==> config.mk <==
export PLATFORM = sky130hd
export DESIGN_NAME = sync_cnt_bank
export DESIGN_NICKNAME = d
export VERILOG_FILES = /design/src/rtl/sync_cnt_pkg.sv /design/src/rtl/sync_cnt_channel.sv /design/src/rtl/sync_cnt_wr_merge.sv /design/src/rtl/sync_cnt_mode_guard.sv /design/src/rtl/sync_cnt_bank.sv
export SDC_FILE = /design/constraint.sdc
export NUM_CORES = 1
export LEC_CHECK = 0
export ABC_CLOCK_PERIOD_IN_PS = 4450
export CAP_MARGIN = 20
export CORE_MARGIN = 2
export CORE_UTILIZATION = 40
export CTS_CLUSTER_SIZE = 40
export DETAILED_ROUTE_END_ITERATION = 7
export GPL_TIMING_DRIVEN = 0
export MAX_ROUTING_LAYER = met4
export PLACE_DENSITY = 0.75
export SYNTH_ARGS = -nofsm -noshare
export SYNTH_HDL_FRONTEND = slang
export SYNTH_SLANG_ARGS = --single-unit
==> constraint.sdc <==
create_clock -name clk_i -period 4.45 [get_ports clk_i]
set_input_delay 0.6675 -clock clk_i [delete_from_list [all_inputs] [get_ports clk_i]]
set_output_delay 0.6675 -clock clk_i [all_outputs]
set_load 0.005 [all_outputs]
==> src/rtl/sync_cnt_pkg.sv <==
package sync_cnt_pkg;
  typedef enum logic [1:0] {
    MODE_NORMAL   = 2'b00,
    MODE_NORMAL_B = 2'b01,
    MODE_CPWM     = 2'b10,
    MODE_RPWM     = 2'b11
  } mode_e;

  localparam int unsigned ERR_CLR_BIT = 15;
endpackage

==> src/rtl/sync_cnt_channel.sv <==
module sync_cnt_channel #(
  parameter int unsigned CNT_W = 16
) (
  input  logic             clk_i,
  input  logic             rst_ni,
  input  logic             load_i,
  input  logic [CNT_W-1:0] load_val_i,
  input  logic             inc_i,
  output logic [CNT_W-1:0] cnt_o
);
  logic [CNT_W-1:0] cnt_q;

  always_ff @(posedge clk_i or negedge rst_ni) begin
    if (!rst_ni)     cnt_q <= '0;
    else if (load_i) cnt_q <= load_val_i;   // write beats increment
    else if (inc_i)  cnt_q <= cnt_q + 1'b1;
  end

  assign cnt_o = cnt_q;

  p_load_wins_r6: assert property (@(posedge clk_i) disable iff (!rst_ni)
    load_i |=> cnt_o == $past(load_val_i));
  p_inc_wrap_r7: assert property (@(posedge clk_i) disable iff (!rst_ni)
    (!load_i && inc_i) |=> cnt_o == CNT_W'($past(cnt_o) + 1'b1));
  p_hold_r7: assert property (@(posedge clk_i) disable iff (!rst_ni)
    (!load_i && !inc_i) |=> $stable(cnt_o));
endmodule

==> src/rtl/sync_cnt_wr_merge.sv <==
module sync_cnt_wr_merge #(
  parameter int unsigned NUM_CH = 5,
  parameter int unsigned CNT_W  = 16,
  localparam int unsigned BYTES = CNT_W / 8
) (
  input  logic [NUM_CH*CNT_W-1:0] cnt_i,
  input  logic [NUM_CH-1:0]       hit_i,
  input  logic [BYTES-1:0]        be_i,
  input  logic [CNT_W-1:0]        data_i,
  output logic [CNT_W-1:0]        merged_o
);
  logic [CNT_W-1:0] sel;

  // one-hot select of the addressed counter
  always_comb begin
    sel = '0;
    for (int c = 0; c < NUM_CH; c++)
      if (hit_i[c]) sel |= cnt_i[c*CNT_W +: CNT_W];
  end

  for (genvar b = 0; b < BYTES; b++) begin : g_lane
    assign merged_o[b*8 +: 8] = be_i[b] ? data_i[b*8 +: 8] : sel[b*8 +: 8];
  end
endmodule

==> src/rtl/sync_cnt_mode_guard.sv <==
module sync_cnt_mode_guard
  import sync_cnt_pkg::*;
(
  input  logic       clk_i,
  input  logic       rst_ni,
  input  logic       wr_i,
  input  logic [1:0] wr_mode_i,
  input  logic       clr_i,
  input  logic       busy_i,
  output logic [1:0] mode_o,
  output logic       err_o
);
  mode_e mode_q;
  logic  err_q;
  logic  swap, reject;

  // direct PWM-to-PWM change: both upper bits set, lower bit differs
  assign swap   = mode_q[1] && wr_mode_i[1] && (mode_q[0] != wr_mode_i[0]);
  assign reject = wr_i && (busy_i || swap);

  always_ff @(posedge clk_i or negedge rst_ni) begin
    if (!rst_ni) begin
      mode_q <= MODE_NORMAL;
      err_q  <= 1'b0;
    end else begin
      if (wr_i && !reject) mode_q <= mode_e'(wr_mode_i);
      if (reject)          err_q  <= 1'b1;   // set beats clear
      else if (clr_i)      err_q  <= 1'b0;
    end
  end

  assign mode_o = mode_q;
  assign err_o  = err_q;

  p_busy_hold_r9: assert property (@(posedge clk_i) disable iff (!rst_ni)
    (wr_i && busy_i) |=> ($stable(mode_o) && err_o));
  p_no_pwm_swap_r10: assert property (@(posedge clk_i) disable iff (!rst_ni)
    ($past(mode_o[1]) && mode_o[1]) |-> mode_o == $past(mode_o));
  p_err_sticky_r11: assert property (@(posedge clk_i) disable iff (!rst_ni)
    (err_o && !clr_i) |=> err_o);
endmodule

==> src/rtl/sync_cnt_bank.sv <==
module sync_cnt_bank
  import sync_cnt_pkg::*;
#(
  parameter int unsigned NUM_CH = 5,
  parameter int unsigned CNT_W  = 16,
  parameter logic [NUM_CH-1:0] GUARD_MASK = 5'b11000,
  localparam int unsigned BYTES  = CNT_W / 8,
  localparam int unsigned ADDR_W = $clog2(NUM_CH + 3)
) (
  input  logic                    clk_i,
  input  logic                    rst_ni,
  input  logic                    wr_en_i,
  input  logic [ADDR_W-1:0]       wr_addr_i,
  input  logic [BYTES-1:0]        wr_be_i,
  input  logic [CNT_W-1:0]        wr_data_i,
  output logic [NUM_CH*CNT_W-1:0] cnt_o,
  output logic [1:0]              mode_o,
  output logic                    mode_err_o
);
  localparam int unsigned START_ADDR = NUM_CH;
  localparam int unsigned SYNC_ADDR  = NUM_CH + 1;
  localparam int unsigned MODE_ADDR  = NUM_CH + 2;

  logic [NUM_CH-1:0] start_q, sync_q, hit, load;
  logic [CNT_W-1:0]  merged;
  logic              sync_hit, start_wr, sync_wr, mode_wr, err_clr;

  for (genvar c = 0; c < NUM_CH; c++) begin : g_hit
    assign hit[c] = wr_en_i && (wr_addr_i == ADDR_W'(c));
  end

  assign sync_hit = |(hit & sync_q);
  assign load     = hit | ({NUM_CH{sync_hit}} & sync_q);
  assign start_wr = wr_en_i && wr_addr_i == ADDR_W'(START_ADDR) && wr_be_i[0];
  assign sync_wr  = wr_en_i && wr_addr_i == ADDR_W'(SYNC_ADDR)  && wr_be_i[0];
  assign mode_wr  = wr_en_i && wr_addr_i == ADDR_W'(MODE_ADDR)  && wr_be_i[0];
  assign err_clr  = wr_en_i && wr_addr_i == ADDR_W'(MODE_ADDR)  && wr_be_i[BYTES-1]
                    && wr_data_i[ERR_CLR_BIT];

  always_ff @(posedge clk_i or negedge rst_ni) begin
    if (!rst_ni) begin
      start_q <= '0;
      sync_q  <= '0;
    end else begin
      if (start_wr) start_q <= wr_data_i[NUM_CH-1:0];
      if (sync_wr)  sync_q  <= wr_data_i[NUM_CH-1:0];
    end
  end

  sync_cnt_wr_merge #(.NUM_CH(NUM_CH), .CNT_W(CNT_W)) merge_i (
    .cnt_i    (cnt_o),
    .hit_i    (hit),
    .be_i     (wr_be_i),
    .data_i   (wr_data_i),
    .merged_o (merged)
  );

  for (genvar c = 0; c < NUM_CH; c++) begin : g_ch
    sync_cnt_channel #(.CNT_W(CNT_W)) ch_i (
      .clk_i      (clk_i),
      .rst_ni     (rst_ni),
      .load_i     (load[c]),
      .load_val_i (merged),
      .inc_i      (start_q[c]),
      .cnt_o      (cnt_o[c*CNT_W +: CNT_W])
    );

    p_group_load_r4: assert property (@(posedge clk_i) disable iff (!rst_ni)
      (sync_hit && sync_q[c]) |=> cnt_o[c*CNT_W +: CNT_W] == $past(merged));
    p_outsider_r3: assert property (@(posedge clk_i) disable iff (!rst_ni)
      (wr_en_i && !hit[c] && !(sync_hit && sync_q[c]) && !start_q[c])
        |=> $stable(cnt_o[c*CNT_W +: CNT_W]));
  end

  sync_cnt_mode_guard guard_i (
    .clk_i     (clk_i),
    .rst_ni    (rst_ni),
    .wr_i      (mode_wr),
    .wr_mode_i (wr_data_i[1:0]),
    .clr_i     (err_clr),
    .busy_i    (|(start_q & GUARD_MASK)),
    .mode_o    (mode_o),
    .err_o     (mode_err_o)
  );

  p_onehot_hit_r2: assert property (@(posedge clk_i) disable iff (!rst_ni)
    $onehot0(hit));
endmodule

==> summary by stage <==
GRT
The number of antenna violations at the first check in global routing was 0. The first global-routing pass estimated 29400 um of wire. The number of global-route vias before repair is 5277.

The global route total overflow is 0. The maximum number of pins on one net before global-route repair is 63. The all-layer global routing usage is 24.7%.

STA
The worst path uses 56.0% of the clock period. The number of pins with negative max-slew slack in the final report is 0. The actual slew at the worst max-slew pin is 845 ps. The least setup slack across all paths after layout is 1960 ps. Setup repair after global routing left no endpoint under its margin.

The number of endpoints with negative hold slack in the final report is 0. The maximum operating frequency is 401 MHz. The minimum clock period after layout is 2490 ps.

Headroom to the max-slew limit came out at 43.3%. Setup violations remaining at the end of the flow were counted as 0. Across the routed clock network, the largest skew measured is 14.0 ps.

Layout
The filler cell count in the final layout is 1295. The signed area change from the synthesized netlist to the final layout is 27.7%. The area of all placed cells without fillers is 7380 um2.

The combined area of the multi-input logic cells is 3210 um2. Summing all flip-flop and latch instances after layout gives 2330 um2. The number of standard cells in the final layout excluding fillers is 907. In the layout the commonest cells are clkdlybuf4s50_1, dfrtp_1, nor2_1.

The number of antenna diodes in the final layout is 0. The fraction of layout cells with a size suffix above 1 is 14.2%. Leaving out fill and tap cells, the most frequent cell in the layout is clkdlybuf4s50_1. The net count of the finished layout is 751.

Yosys
The number of cells produced by synthesis is 609. The dominant synthesized flop cell is dfrtp_1. The part of the Yosys area used for sequential elements is 40.3%. The warning count from the yosys run is 0. The synthesized netlist occupies a cell area of 5780 um2. The number of library cell types mapped by synthesis is 52. The share of synthesized flip-flops with an asynchronous set or reset is 100%. The number of register bits inferred by synthesis is 93. Counting flops with a built-in enable in the synthesized netlist gives 0. After synthesis, the mean cell area works out to 9.49 um2. Synthesis produced a netlist with a net count of 638.

Place
The wire-length estimate of the detail-placed layout is 14100 um. Port buffering added 101 buffers. The weighted congestion reported at the end of routability-driven placement is 0.931.

The number of placed instances, taps included, is 891. The placed instances occupy a cell area of 7040 um2. Timing analysis after detailed placement gives a worst setup slack of 1610 ps.

Run status
The flow ran to the end, and the final reports show no timing, DRC or antenna violations.

Setup path
On the critical path the largest part of the delay comes from buffers and inverters. The arrival time of data at the critical path endpoint is 2700 ps. In this design, the stage delay of the slowest critical-path cell is 580 ps.

Traced cell by cell, the critical path runs through clkdlybuf4s50_1 -> buf_4 -> mux2i_1 -> o2bb2ai_1 -> a21oi_2 -> clkbuf_1 -> a21oi_1. The critical path is of the in2reg type. The kind of end point of the critical path is a register. STA classifies the critical path startpoint as an input port. The largest individual stage delay along the critical path comes from the cell clkdlybuf4s50_1.

The buffering stage count on the worst path with inverters included is 3. The data required time at the worst endpoint is 4660 ps. The maximum fanout count along the critical path is 10.

Die
The total area inside the core boundary comes to 14000 um2. The floorplan step set the die width to 124 um. 107 I/O pins were placed. From bottom edge to top edge, the die measures 124 um. For this configuration, the core starts out at a cell density of 41.3%. The floorplan has 43 rows. The die area is 15400 um2.

CTS
The number of gates resized after CTS is 0. No sink is reached through more buffers than the 2 on the longest clock path. The cell sitting at the root of the clock tree is a clkbuf_16.

The insertion delay to the later sink of the worst-skew pair is 360 ps. Buffers inserted during clock tree synthesis total 9. For this design, the CTS-stage hold fixing added 0 buffers. The H-tree level count is 3.

The number of post-CTS setup repair buffers is 0. The CTS tree is yes. CTS saw 93 sinks. The clock-pin slew on the worst setup and hold paths is 70 ps.

Power
The power dissipated by switching net loads is 0.00180 W. Cell internal power was estimated by the tool at 0.00297 W. Power comes to 0.00477 W. The sequential group share of total power is 39.4%. The static leakage is 2.92 nW.

Across the VDD grid, the largest voltage drop is 366 uV. The combinational share of power is 41.6%. Dividing total power by cell area gives a power density of 646 nW/um2.

The switching power as a share of total power is 37.8%. In this run, the clock network consumes 19.0% of the power.

Routing
In the final routed layout, each cell accounts on average for 20.3 um. The final wirelength is 18400 um. The residual antenna-violating net count after detailed routing is 0. The first TritonRoute pass finished after 5 iterations. The detailed router finished its first iteration with 494 violations. The number of design rule violations left after detail routing is 0. The mean number of vias per cell is 5.86.

Detailed routing inserted a total of 5315 vias.

Worst hold path
In this run the worst hold path is classified as in2async.

Flow run
Across the run, the number of max-cap violations was 0.
## registers in the layout, indices dropped and copies added, names as in the netlist
register,flops
sync_q,5
g_ch.ch_i.cnt_o,80
guard_i.mode_o,2
start_q,5
guard_i.err_o,1
## routing by layer
layer	global-route usage [%]	vias up	routed length [um]	share of wire, %
met1	32.8	2601	7980	43
met3	4.09	35	1390	7.5
met2	38.4	246	8570	46
met5	-	-	0	0
li1	-	2433	-	-
met4	8.99	0	499	2.7
## metrics by stage
stage                     utilization, %  hold WS, ps  TNS [ps]
after floorplan                        -          372         0
final                               52.8          247         0
after CTS                           52.8          267         0
after global routing                52.8          286         0
after global placement              50.2          499    -70070
after detailed placement            50.3          504         0
## power groups by stage
stage	Combinational (W)	Sequential [W]	Clock [W]
after floorplan	0.000966	0.00170	0
after global placement	0.00192	0.00186	0
after detailed placement	0.00197	0.00187	0
after CTS	0.00199	0.00186	0.000903
after global routing	0.00216	0.00194	0.000938
final	0.00198	0.00188	0.000905
## layout make-up
cell class                      count  area share [%]
Buffer                             37            3.00
Clock buffer                       12            3.34
Clock inverter                      4            1.29
Inverter                            5           0.254
Multi-Input combinational cell    474            43.5
Sequential cell                    93            31.5
Tap cell                          180            3.05
Timing Repair Buffer              102            14.0
## cells by family after synthesis
group                      synth area share [%]
buffers and inverters                      4.16
adders and majority gates                  1.08
AOI/OAI and AO/OA                          17.6
and+or+nand+nor                            18.2
muxes                                      8.25
DFF                                        40.3
xor gates and xnor gates                   10.5
## Yosys cell counts (4+ instances only)
library cell  number  area [um2]
ha_1               5        62.6
o21ai_0            6        30.0
xor2_1            35         307
a22oi_1           30         225
buf_2             21         105
o221ai_2          15         225
inv_1              5        18.8
clkbuf_1           6        22.5
nand2_1           41         154
a21oi_1           77         385
and3_1            19         119
and4_1             4        35.0
a21oi_2            4        35.0
mux2_2            25         282
nor3_1             8        40.0
buf_6              6        67.6
nor2_1            81         304
nand3_1           24         120
mux2i_1           12         120
nand4_1           16         100
o21a_1             5        37.5
dfrtp_1           93        2330
xnor2_1           34         298
## final timing paths
check                                   start                      to  slack (ps)  cells past startpoint
worst max register to register     start_q[3]  g_ch[3].ch_i.cnt_o[13]        2650                      6
min in group clk_i              guard_i.err_o           guard_i.err_o         520                      2
worst min register to register  guard_i.err_o           guard_i.err_o         520                      2
worst max-delay path             wr_addr_i[1]   g_ch[0].ch_i.cnt_o[5]        1960                      7
worst min-delay path                   rst_ni   g_ch[4].ch_i.cnt_o[2]         250                      1
max in group asynchronous              rst_ni   g_ch[1].ch_i.cnt_o[1]        3530                      2
Note: power is estimated with default switching activity, not from simulation.
